$ cat config.mk
export PLATFORM = sky130hd
export DESIGN_NAME = wdt_top
export DESIGN_NICKNAME = d
export VERILOG_FILES = /design/src/rtl/wdt_pkg.sv /design/src/rtl/wdt_regif.sv /design/src/rtl/wdt_ctl.sv /design/src/rtl/wdt_counter.sv /design/src/rtl/wdt_evt_router.sv /design/src/rtl/wdt_top.sv
export SDC_FILE = /design/constraint.sdc
export NUM_CORES = 1
export LEC_CHECK = 0
export BUFFER_PORTS_ARGS = -buffer_cell sky130_fd_sc_hd__buf_4
export CAP_MARGIN = 20
export CORE_MARGIN = 2
export CORE_UTILIZATION = 59
export CTS_BUF_LIST = sky130_fd_sc_hd__clkbuf_4 sky130_fd_sc_hd__clkbuf_8
export DETAILED_ROUTE_END_ITERATION = 8
export HOLD_SLACK_MARGIN = 0.08
export MAX_ROUTING_LAYER = met4
export PLACE_DENSITY = 0.85
export SLEW_MARGIN = 20
export SYNTH_ARGS = -nofsm -noshare
export SYNTH_HDL_FRONTEND = slang
export SYNTH_SLANG_ARGS = --single-unit
$ cat constraint.sdc
create_clock -name clk -period 3.4 [get_ports clk]
set_input_delay 0.17 -clock clk [delete_from_list [all_inputs] [get_ports clk]]
set_output_delay 0.17 -clock clk [all_outputs]
set_load 0.01 [all_outputs]
$ cat src/rtl/wdt_pkg.sv
package wdt_pkg;
  localparam int CTL_W  = 16;
  localparam int BUS_W  = 32;
  localparam int BE_W   = BUS_W / 8;
  localparam int N_EV   = 3;
  localparam int N_REG  = 3;

  localparam int SEL_LSB = 1;
  localparam int EN_LSB  = 4;
  localparam int EN_W    = 8;
  localparam int RO_BIT  = 15;

  localparam logic [EN_W-1:0]  STOP_CODE = 8'hAD;
  localparam logic [CTL_W-1:0] CTL_RST   = CTL_W'(STOP_CODE) << EN_LSB;

  localparam int IDX_CTL  = 0;
  localparam int IDX_CNT  = 1;
  localparam int IDX_STAT = 2;

  localparam logic [BE_W-1:0] BE_HALF = BE_W'(3);
  localparam logic [BE_W-1:0] BE_FULL = {BE_W{1'b1}};

  typedef enum logic [1:0] {
    EV_RESET = 2'd0,
    EV_NMI   = 2'd1,
    EV_GPI   = 2'd2,
    EV_NONE  = 2'd3
  } ev_sel_e;

  // Running unless the run field carries the stop code.
  function automatic logic ctl_running(input logic [CTL_W-1:0] c);
    return c[EN_LSB +: EN_W] != STOP_CODE;
  endfunction

  function automatic ev_sel_e ctl_target(input logic [CTL_W-1:0] c);
    return ev_sel_e'(c[SEL_LSB +: 2]);
  endfunction

  // Control update: plain bits follow the write, rollover is W1C, expiry sets it.
  function automatic logic [CTL_W-1:0] ctl_merge(input logic [CTL_W-1:0] cur,
                                                 input logic [CTL_W-1:0] wval,
                                                 input logic             we,
                                                 input logic             expire);
    logic [CTL_W-1:0] n;
    n = cur;
    if (we) begin
      n         = wval;
      n[RO_BIT] = cur[RO_BIT] & ~wval[RO_BIT];
    end
    if (expire) n[RO_BIT] = 1'b1;
    return n;
  endfunction

  function automatic logic [BE_W-1:0] be_needed(input int idx);
    return (idx == IDX_CTL) ? BE_HALF : BE_FULL;
  endfunction
endpackage

$ cat src/rtl/wdt_regif.sv
module wdt_regif
  import wdt_pkg::*;
#(
  parameter int ADDR_W = 4,
  parameter int CNT_W  = 32
) (
  input  logic              clk,
  input  logic              rst_n,
  input  logic              req,
  input  logic              wr,
  input  logic [ADDR_W-1:0] addr,
  input  logic [BE_W-1:0]   be,
  input  logic [CTL_W-1:0]  ctl_q,
  input  logic [CNT_W-1:0]  cnt_q,
  input  logic [CNT_W-1:0]  stat_q,
  output logic              ctl_we,
  output logic              cnt_we,
  output logic              stat_we,
  output logic [BUS_W-1:0]  rdata,
  output logic              err
);
  localparam int IDX_W = ADDR_W - 2;

  logic [IDX_W-1:0] idx;
  logic             aligned;
  logic [N_REG-1:0] hit;
  logic [N_REG-1:0] be_ok;
  logic             width_ok;
  logic             bad;
  logic [N_REG-1:0] we_vec;
  logic [BUS_W-1:0] rd_word;

  assign idx     = addr[ADDR_W-1:2];
  assign aligned = (addr[1:0] == 2'b00);

  for (genvar g = 0; g < N_REG; g++) begin : g_dec
    assign hit[g]   = req && aligned && (idx == IDX_W'(g));
    assign be_ok[g] = (be == be_needed(g));
  end

  assign width_ok = ((hit & ~be_ok) == '0);
  assign bad      = (|hit) && !width_ok;
  assign we_vec   = hit & {N_REG{wr && width_ok}};

  assign ctl_we  = we_vec[IDX_CTL];
  assign cnt_we  = we_vec[IDX_CNT];
  assign stat_we = we_vec[IDX_STAT];

  always_comb begin
    rd_word = '0;
    if (!wr && width_ok) begin
      if (hit[IDX_CTL])  rd_word = BUS_W'(ctl_q);
      if (hit[IDX_CNT])  rd_word = BUS_W'(cnt_q);
      if (hit[IDX_STAT]) rd_word = BUS_W'(stat_q);
    end
  end

  always_ff @(posedge clk) begin
    if (!rst_n) begin
      rdata <= '0;
      err   <= 1'b0;
    end else begin
      rdata <= (req && !wr) ? rd_word : '0;
      err   <= bad;
    end
  end
endmodule

$ cat src/rtl/wdt_ctl.sv
module wdt_ctl
  import wdt_pkg::*;
(
  input  logic             clk,
  input  logic             rst_n,
  input  logic             ctl_we,
  input  logic [CTL_W-1:0] wval,
  input  logic             expire_now,
  output logic [CTL_W-1:0] ctl_q,
  output logic             run_en,
  output ev_sel_e          target
);
  always_ff @(posedge clk) begin
    if (!rst_n) ctl_q <= CTL_RST;
    else        ctl_q <= ctl_merge(ctl_q, wval, ctl_we, expire_now);
  end

  assign run_en = ctl_running(ctl_q);
  assign target = ctl_target(ctl_q);
endmodule

$ cat src/rtl/wdt_counter.sv
module wdt_counter #(
  parameter int CNT_W = 32
) (
  input  logic             clk,
  input  logic             rst_n,
  input  logic             run_en,
  input  logic             cnt_we,
  input  logic             stat_we,
  input  logic [CNT_W-1:0] load_val,
  output logic [CNT_W-1:0] cnt_q,
  output logic [CNT_W-1:0] stat_q,
  output logic             cnt_load,
  output logic             stat_reload,
  output logic             expire_now
);
  // Saturating step: zero stays zero.
  function automatic logic [CNT_W-1:0] stat_step(input logic [CNT_W-1:0] s);
    return (s == '0) ? s : s - CNT_W'(1);
  endfunction

  assign cnt_load    = cnt_we && !run_en;
  assign stat_reload = stat_we && run_en;
  assign expire_now  = run_en && !stat_reload && (stat_q == CNT_W'(1));

  always_ff @(posedge clk) begin
    if (!rst_n) begin
      cnt_q  <= '0;
      stat_q <= '0;
    end else if (cnt_load) begin
      cnt_q  <= load_val;
      stat_q <= load_val;
    end else if (stat_reload) begin
      stat_q <= cnt_q;
    end else if (run_en) begin
      stat_q <= stat_step(stat_q);
    end
  end
endmodule

$ cat src/rtl/wdt_evt_router.sv
module wdt_evt_router
  import wdt_pkg::*;
(
  input  logic            clk,
  input  logic            rst_n,
  input  logic            expire_now,
  input  ev_sel_e         target,
  output logic [N_EV-1:0] evt_q
);
  for (genvar g = 0; g < N_EV; g++) begin : g_out
    always_ff @(posedge clk) begin
      if (!rst_n) evt_q[g] <= 1'b0;
      else        evt_q[g] <= expire_now && (2'(target) == 2'(g));
    end
  end
endmodule

$ cat src/rtl/wdt_top.sv
module wdt_top
  import wdt_pkg::*;
#(
  parameter int ADDR_W = 4,
  parameter int CNT_W  = 32
) (
  input  logic              clk,
  input  logic              rst_n,
  input  logic              bus_req,
  input  logic              bus_wr,
  input  logic [ADDR_W-1:0] bus_addr,
  input  logic [3:0]        bus_be,
  input  logic [31:0]       bus_wdata,
  output logic [31:0]       bus_rdata,
  output logic              bus_err,
  output logic              evt_reset,
  output logic              evt_nmi,
  output logic              evt_gpi
);
  logic [CTL_W-1:0] ctl_q;
  logic [CNT_W-1:0] cnt_q;
  logic [CNT_W-1:0] stat_q;
  logic             ctl_we, cnt_we, stat_we;
  logic             run_en;
  logic             cnt_load, stat_reload, expire_now;
  ev_sel_e          target;
  logic [N_EV-1:0]  evt_q;

  wdt_regif #(.ADDR_W(ADDR_W), .CNT_W(CNT_W)) u_regif (
    .clk(clk), .rst_n(rst_n), .req(bus_req), .wr(bus_wr), .addr(bus_addr),
    .be(bus_be), .ctl_q(ctl_q), .cnt_q(cnt_q), .stat_q(stat_q),
    .ctl_we(ctl_we), .cnt_we(cnt_we), .stat_we(stat_we),
    .rdata(bus_rdata), .err(bus_err)
  );

  wdt_ctl u_ctl (
    .clk(clk), .rst_n(rst_n), .ctl_we(ctl_we), .wval(bus_wdata[CTL_W-1:0]),
    .expire_now(expire_now), .ctl_q(ctl_q), .run_en(run_en), .target(target)
  );

  wdt_counter #(.CNT_W(CNT_W)) u_counter (
    .clk(clk), .rst_n(rst_n), .run_en(run_en), .cnt_we(cnt_we),
    .stat_we(stat_we), .load_val(bus_wdata[CNT_W-1:0]),
    .cnt_q(cnt_q), .stat_q(stat_q), .cnt_load(cnt_load),
    .stat_reload(stat_reload), .expire_now(expire_now)
  );

  wdt_evt_router u_router (
    .clk(clk), .rst_n(rst_n), .expire_now(expire_now), .target(target),
    .evt_q(evt_q)
  );

  assign evt_reset = evt_q[EV_RESET];
  assign evt_nmi   = evt_q[EV_NMI];
  assign evt_gpi   = evt_q[EV_GPI];
endmodule

Word-level counts from Yosys, hierarchy flattened:

Index checks and enable logic that the tools add are counted.
Widths: inputs -> output; s select.

* reductions and logical operators: 29
* equality and inequality tests: 9
* bitwise operators: 5
* multiplexer cells: 9
* add/subtract/negate cells: 1

Operators by type and width (count)
* $mux 32: 6
* $eq 32x1->1 const B: 1
* $logic_not 32->1: 1
* $mux 16: 2
* $sub 32x1->32 const B: 1
* $logic_and 1x1->1: 15
* $ne 8x8->1 const B: 1
* $and 3x3->3: 2
* $logic_not 2->1: 3
* $eq 2x1->1 const B: 2
* $eq 2x2->1 const B: 2
* $eq 4x2->1 const B: 1
* $eq 4x4->1 const B: 1
* $logic_not 1->1: 4
* $logic_not 3->1: 1
* $ne 3x2->1 const B: 1
* $not 3->3: 1
* $reduce_and 3->1: 1
* $reduce_bool 3->1: 1
* $reduce_or 3->1: 1
* $reduce_and 2->1: 1
* $reduce_bool 2->1: 1
* $and 1x1->1: 1
* $mux 1: 1
* $not 1->1: 1

* register bits: 116

Depth between registers and ports, before layout:

Gate-level depths: netlist (run 1).

* depth in word-level cells: 12
* depth in mapped cells: 10

Hierarchy:

From an unflattened synthesis (run 1), not the netlist that was laid out.

* cells, all modules: 679
* area, all modules: 5856.9 um^2

Modules (own cells, without submodules)
* wdt_counter: cells each 467, times used 1, sequential area each 1281.2 um^2, area an instance 3570.9 um^2
* wdt_regif: cells each 149, times used 1, sequential area each 660.6 um^2, area an instance 1550.2 um^2
* wdt_ctl: cells each 57, times used 1, sequential area each 320.3 um^2, area an instance 640.6 um^2
* wdt_evt_router: cells each 6, times used 1, sequential area each 60.1 um^2, area an instance 95.1 um^2

Least setup slack after synthesis (run 1):

Ideal clock, no wire load.

* kind: register -> register
* start point: reg u_counter.stat_q[0]
* end point: reg u_counter.stat_q[15]
* path slack: 0.791 ns
* required time: 3.281 ns
* stages on the path, launching flop included: 10
* arrival: 2.491 ns
* buffers on the path: 1
* cell sequence: dfxtp_1 inv_1 ha_1 or4b_1 or4_4 o41ai_4 nand2_2 buf_6 o21a_1 o221a_1

* longest elaborated chain between the ends: 5

Ends and longest elaborated chain
* start: declaration: RTL line wdt_counter.sv:11 `output logic [CNT_W-1:0] stat_q,`
* start signal: assignment: RTL line wdt_counter.sv:31 `stat_q <= load_val;`
* start signal: assignment: RTL line wdt_counter.sv:33 `stat_q <= cnt_q;`
* start signal: assignment: RTL line wdt_counter.sv:35 `stat_q <= stat_step(stat_q);`
* $sub 32x1->32: RTL line wdt_counter.sv:18 `return (s == '0) ? s : s - CNT_W'(1);`
* $mux 32: RTL line wdt_counter.sv:18
* $mux 32: RTL line wdt_counter.sv:34 `end else if (run_en) begin`
* $mux 32: RTL line wdt_counter.sv:32 `end else if (stat_reload) begin`
* $mux 32: RTL line wdt_counter.sv:29 `end else if (cnt_load) begin`

Parallel ways exist; a longest one is shown, timed or not. The select of a mux whose other input is x is not followed.
A chain may end at the register's enable or synchronous reset.

Final worst setup path (run 1):

* start point: reg u_counter.stat_q[0]
* end point: reg u_counter.stat_q[31]

The elaborated chain is that of the path after synthesis.

==> run summary, run 1 <==
CTS tree: built
Number of synthesized flops with an enable pin: 0
Critical Path Source Type: flip-flop
Status: completed
Die area: 10100 um2
R2R depth: 8
Reg-to-reg critical path endpoint: u_counter.stat_q[31]$_SDFFE_PN0P_
Adder-Cell Fraction of Synth Area: 0.457%
Placed Instance Area: 6130 um2
Comb power frac: 26.9%
HP Start: rst_n
Yosys warnings: 0
Worst Max-Slew Pin Slew: 1020 ps
Routed vias/inst: 6.34
Vias in the first global route: 5495
IO buf count: 79
Final min period: 3030 ps
Flop pwr share: 39.5%
RSZ-0062 raised after global routing: false
Hold Path Class: primary input to flip-flop
Most frequent cell after synthesis: dfxtp_1
Cell area power density: 546 nW/um2
Synth Area in Compound Gates: 23.0%
Congestion Overflow GR: 0
CTS Buf Count: 17
Cells after Synth: 671
Finish-stage setup viols: 0
Peak Freq: 0.329 GHz
Final HPWL DP: 10.7 mm
CP startpoint: u_counter.stat_q[0]$_SDFFE_PN0P_
Row count: 35
Final Cell Area: 6830 um2
Drt pass-1 iters: 5
Post-Synth Simple-Gate Area: 23.0%
Clock transition at the registers of the reported paths: 70 ps
Internal: 2.49 mW
Synth unique cells: 60
Most frequently used flop master after synthesis: dfxtp_1
Die height: 100 um
Hold Path Sink: u_ctl.ctl_q[6]$_SDFFE_PN1P_
Sw Ratio: 33.3%
Starting Density: 60.1%
Max Cap Viol: 0
P_sw: 1.24 mW
P_leak: 2.63 nW
Routed Antenna Nets: 0
Worst EP required: 3730 ps
Synth top area share: 42.4%
Layout area overhead: 24.7%
Worst reg-to-reg setup slack: 370 ps
Mux cell area share after synthesis: 6.05%
Iteration-0 DRC Markers: 517
Routability Congestion: 0.957
Combinational family with the most area after synthesis: compound AO/OA/AOI/OAI gates
Final Hold Vio Count: 0
WHS Path Cells: 2
Core ar.: 9110 um2
Post-layout net count: 811
Crit end category: flip-flop
Fin crit share: 89.3%
Async set or reset register ratio after synthesis: 0%
WL/cell: 18.6 um
Ant. Diodes: 0
Hold WS: 112 ps
Initial antenna violation count: 0
VDD IR max: 0.000301 V
DRC: 0
CTS max path bufs: 2
Yosys top cell by area: dfxtp_1
Synthesis-stage register bit count: 116
Worst slew margin: 31.6%
Final Skew: 9.67 ps
Top cells by area, synth: dfxtp_1, nand2_1, a21oi_1
Total power: 3.73 mW
Share of layout cells above drive strength 1: 18.3%
Post-CTS setup buffers: 0
Worst Path Arrival: 3360 ps
Mean Syn Cell Area: 8.16 um2
Vias: 5618
Final WL: 16.5 mm
RR Startpoint: u_counter.stat_q[0]$_SDFFE_PN0P_
First-pass GRT wire length: 26.6 mm
Largest net degree at the start of global routing: 55
GRT Resource Usage Total: 34.6%
Top Ports: 80
Synthesized net count: 717
# clock sinks: 116
Clock share of power: 33.6%
Sequential area share after synthesis: 42.4%
Mapped cell area: 5480 um2
Setup_tns: 0 ps
Clock latency on the worst-skew pair: 440 ps
Die Wd: 100 um
Synth cell count leaders: dfxtp_1, nand2_1, nor2_1
Slew Limit Fails: 0
Synth Area in XOR/XNOR: 0.640%
H-tree depth: 4
CTS Root Cell: clkbuf_8
Max FO, Critical Path: 9
Setup Crit Path Kind: flip-flop to flip-flop
[routing by layer]
layer / up-vias / global-route usage (%) / part of all wire [%]
li1: 2619 / - / -
met1: 2662 / 42.4 / 42
met2: 288 / 53.6 / 47
met3: 49 / 8.29 / 8.7
met4: 0 / 16.8 / 2.5
met5: - / - / 0
[cell families after synthesis]
family,count (synthesis)
flip-flops,116
AND/OR/NAND/NOR,265
adder cells (fa/ha/maj),2
AO/OA/AOI/OAI,189
multiplexers,33
XOR/XNOR,4
buffers and inverters,62
[critical path: stages (launching register included)]
cell	delay, ps
dfxtp_1	370
inv_1	100
ha_1	220
or4b_1	560
or4_4	500
o41ai_4	490
and2_1	350
a31oi_1	80
o221a_2	250
[worst max path at each step]
stage	to	depth (start not counted)
final	u_counter.stat_q[31]$_SDFFE_PN0P_	8
after floorplan	u_counter.stat_q[15]$_SDFFE_PN0P_	9
after detailed placement	u_counter.stat_q[23]$_SDFFE_PN0P_	9
after global placement	u_counter.stat_q[21]$_SDFFE_PN0P_	9
after global routing	u_counter.stat_q[17]$_SDFFE_PN0P_	9
after CTS	u_counter.stat_q[23]$_SDFFE_PN0P_	9
[power groups by stage]
stage	Sequential (mW)	Clock, mW	Combinational, mW
6_report	1.47	1.25	1.00
5_1_grt	1.48	1.32	1.10
4_1_cts	1.47	1.25	0.980
3_5_place_dp	1.50	0	0.933
3_3_place_gp	1.49	0	0.918
2_1_floorplan	1.47	0	0.718
[state kept, by name, indices dropped and copies added, names as in the netlist]
signal and count:
u_router.evt_q 3, u_regif.rdata 32, u_ctl.ctl_q 16, u_counter.stat_q 32, u_counter.cnt_q 32, u_regif.err 1
[per-stage QoR]
stage / setup slack [ps] / util, % / std cells
finish: 365 / 75.0 / 886
global route: 214 / 75.0 / 886
CTS: 387 / 75.0 / 886
detailed placement: 424 / 67.3 / 825
global placement: 586 / 67.3 / 825
floorplan: 791 / - / 671
[layout by cell type (no fill, tap or decap), types with 8 or more instances in the layout]
master	Yosys	layout
a21oi_1	66	66
a22o_1	20	20
a22oi_1	17	17
a31oi_1	18	18
buf_4	0	93
clkbuf_8	0	20
dfxtp_1	116	116
dlygate4sd3_1	0	32
inv_1	11	11
mux2i_1	32	32
nand2_1	91	91
nand3_1	13	13
nor2_1	75	75
nor3_1	24	22
nor4_1	10	10
o21a_1	8	8
o21ai_0	28	28
or3_1	11	11
[final cells by class]
type | count | area, um2
Fill cell | 692 | 2280
Tap cell | 111 | 139
Timing Repair Buffer | 125 | 1020
Clock inverter | 9 | 106
Inverter | 12 | 45.0
Sequential cell | 116 | 2320
Clock buffer | 20 | 275
Multi-Input combinational cell | 493 | 2920
[what timing repair did]
action                                  in CTS  in global routing
hold buffers                                32                  0
endpoints found under the setup margin       0                  0
resized for setup                            0                  0
endpoints found under the hold margin       54                  0
Power figures use the tool's default switching activity.
==> inputs of run 2 (changes only) <==
--- a/config.mk
+++ b/config.mk
@@ -7,7 +7,6 @@
 export LEC_CHECK = 0
 export BUFFER_PORTS_ARGS = -buffer_cell sky130_fd_sc_hd__buf_4
 export CAP_MARGIN = 20
-export CORE_MARGIN = 2
 export CORE_UTILIZATION = 59
 export CTS_BUF_LIST = sky130_fd_sc_hd__clkbuf_4 sky130_fd_sc_hd__clkbuf_8
 export DETAILED_ROUTE_END_ITERATION = 8
@@ -18,3 +17,4 @@
 export SYNTH_ARGS = -nofsm -noshare
 export SYNTH_HDL_FRONTEND = slang
 export SYNTH_SLANG_ARGS = --single-unit
+export TNS_END_PERCENT = 1
==> run 2 against run 1 <==
  * The run now ends with design-rule violations left
  * Wire length shrank 1.6%
  * Critical path type unchanged
  * Sequential power is essentially flat
  * Utilization grew 3.0 points
  * Power grew 4.3%
  * Worst hold slack lost 0.63 ps
  * Worst setup slack gained 18 ps
  * Clock skew grew 2.2 ps
  * Global-route usage grew 0.40 points
  * First-iteration DRC count shrank 0.97%
==> run summary, run 2 (synthesized netlist as in run 1, its figures left out) <==
Row count: 34
Worst Path Arrival: 3330 ps
Largest net degree at the start of global routing: 55
Final WL: 16.2 mm
CP cell instances: inv_1, ha_1, or4b_1, or4_4, o41ai_4, nand2_2, buf_4, o21a_1, o221a_1
Most frequent cells in the layout: dfxtp_1, buf_4, nand2_1
Largest registers: u_counter.cnt_q: 32 flops, u_counter.stat_q: 32 flops, u_regif.rdata: 32 flops
RR Startpoint: u_counter.stat_q[0]$_SDFFE_PN0P_
Setup_tns: 0 ps
Critical Path Source Type: flip-flop
Filler cell count in the final layout: 617
Cts hold-fix bufs: 32
Max Cap Viol: 0
Crit end category: flip-flop
# clock sinks: 116
Routed vias/inst: 6.45
Top Ports: 80
Core ar.: 8850 um2
WL/cell: 18.3 um
Placed Instance Area: 6140 um2
RSZ-0062 raised after global routing: false
Vias in the first global route: 5349
Final Hold Vio Count: 0
Register area: 2320 um2
Starting Density: 61.9%
Most common cell after layout, fill and taps aside: dfxtp_1
Final Cell Area: 6900 um2
First-pass GRT wire length: 26.2 mm
Congestion Overflow GR: 0
CP startpoint: u_counter.stat_q[0]$_SDFFE_PN0P_
Iteration-0 DRC Markers: 512
Setup Crit Path Kind: flip-flop to flip-flop
Share of layout cells above drive strength 1: 18.7%
Resize count post-CTS: 0
Max FO, Critical Path: 21
Routability Congestion: 0.938
CTS Buf Count: 17
Fin crit share: 88.7%
Die area: 9670 um2
Routed Antenna Nets: 0
CTS tree: built
Peak Freq: 0.331 GHz
Slowest cell on crit path: or4b_1
Die Wd: 98.4 um
Layout area overhead: 26.0%
Cell area power density: 564 nW/um2
Status: complete, but fails checks
Violated checks: design-rule violations
CTS Root Cell: clkbuf_8
Clock latency on the worst-skew pair: 430 ps
WHS Path Cells: 2
Initial antenna violation count: 0
Slew Limit Fails: 0
Hold Path Class: primary input to flip-flop
P_leak: 2.68 nW
HP Start: rst_n
IO buf count: 79
Die height: 98.4 um
VDD IR max: 0.000333 V
Worst reg-to-reg setup slack: 380 ps
Clock transition at the registers of the reported paths: 70 ps
Final min period: 3020 ps
DRC: 6
GRT Resource Usage Total: 35.0%
Drt pass-1 iters: 9
Worst EP required: 3720 ps
Finish-stage setup viols: 0
Post-layout net count: 813
CTS max path bufs: 2
Ant. Diodes: 0
Worst Max-Slew Pin Slew: 1060 ps
Vias: 5722
Final Skew: 11.8 ps
Slowest cell delay on critical path: 560 ps
Multi-input gate area: 2920 um2
H-tree depth: 4
Post-CTS setup buffers: 0
Final HPWL DP: 10.6 mm
R2R depth: 9
Worst slew margin: 29.2%
[run 2: layout make-up]
type	instances	area share, %
Timing Repair Buffer	127	15.0
Tap cell	108	1.96
Clock inverter	9	2.19
Multi-Input combinational cell	493	42.4
Clock buffer	22	4.21
Inverter	12	0.653
Sequential cell	116	33.6
[run 2: through the flow]
stage                     power, mW  worst slack (ps)  hold slack (ps)  util [%]  std cells
after floorplan                2.19               791              299         -        671
after global placement         2.41               562              399      69.4        824
after detailed placement       2.43               466              405      69.4        824
after CTS                      3.86               438             91.0      78.0        887
after global routing           4.05               282              123      78.0        887
final                          3.89               383              111      78.0        887
[run 2: layer usage]
layer / routed length (um) / part of all wire (%) / global-route usage (%) / vias to the layer above
met2: 7650 / 47 / 55.6 / 310
met5: 0 / 0 / - / -
met1: 6960 / 43 / 44.8 / 2756
met3: 1270 / 7.8 / 6.16 / 42
li1: - / - / - / 2614
met4: 310 / 1.9 / 12.6 / 0
[run 2: critical path: cells and delay by family (launching register included)]
family / cells / cell delay (ps)
compound gates: 3 / 810
buf+inv: 2 / 330
simple gates: 3 / 1150
flops: 1 / 370
fa+ha+maj: 1 / 230
[run 2: report_power, final]
| group | switching (mW) | leakage [nW] | internal (mW) |
|---|---|---|---|
| combinational | 0.603 | 1.52 | 0.392 |
| clock | 0.553 | 0.226 | 0.867 |
| sequential | 0.0702 | 0.935 | 1.40 |
| total | 1.23 | 2.68 | 2.66 |
[run 2: final timing paths]
| path | end |
|---|---|
| min reg2reg | u_counter.cnt_q[6]$_SDFFE_PN0P_ |
| max | u_counter.stat_q[23]$_SDFFE_PN0P_ |
| min | u_ctl.ctl_q[4]$_SDFFE_PN1P_ |
| max reg2reg | u_counter.stat_q[23]$_SDFFE_PN0P_ |
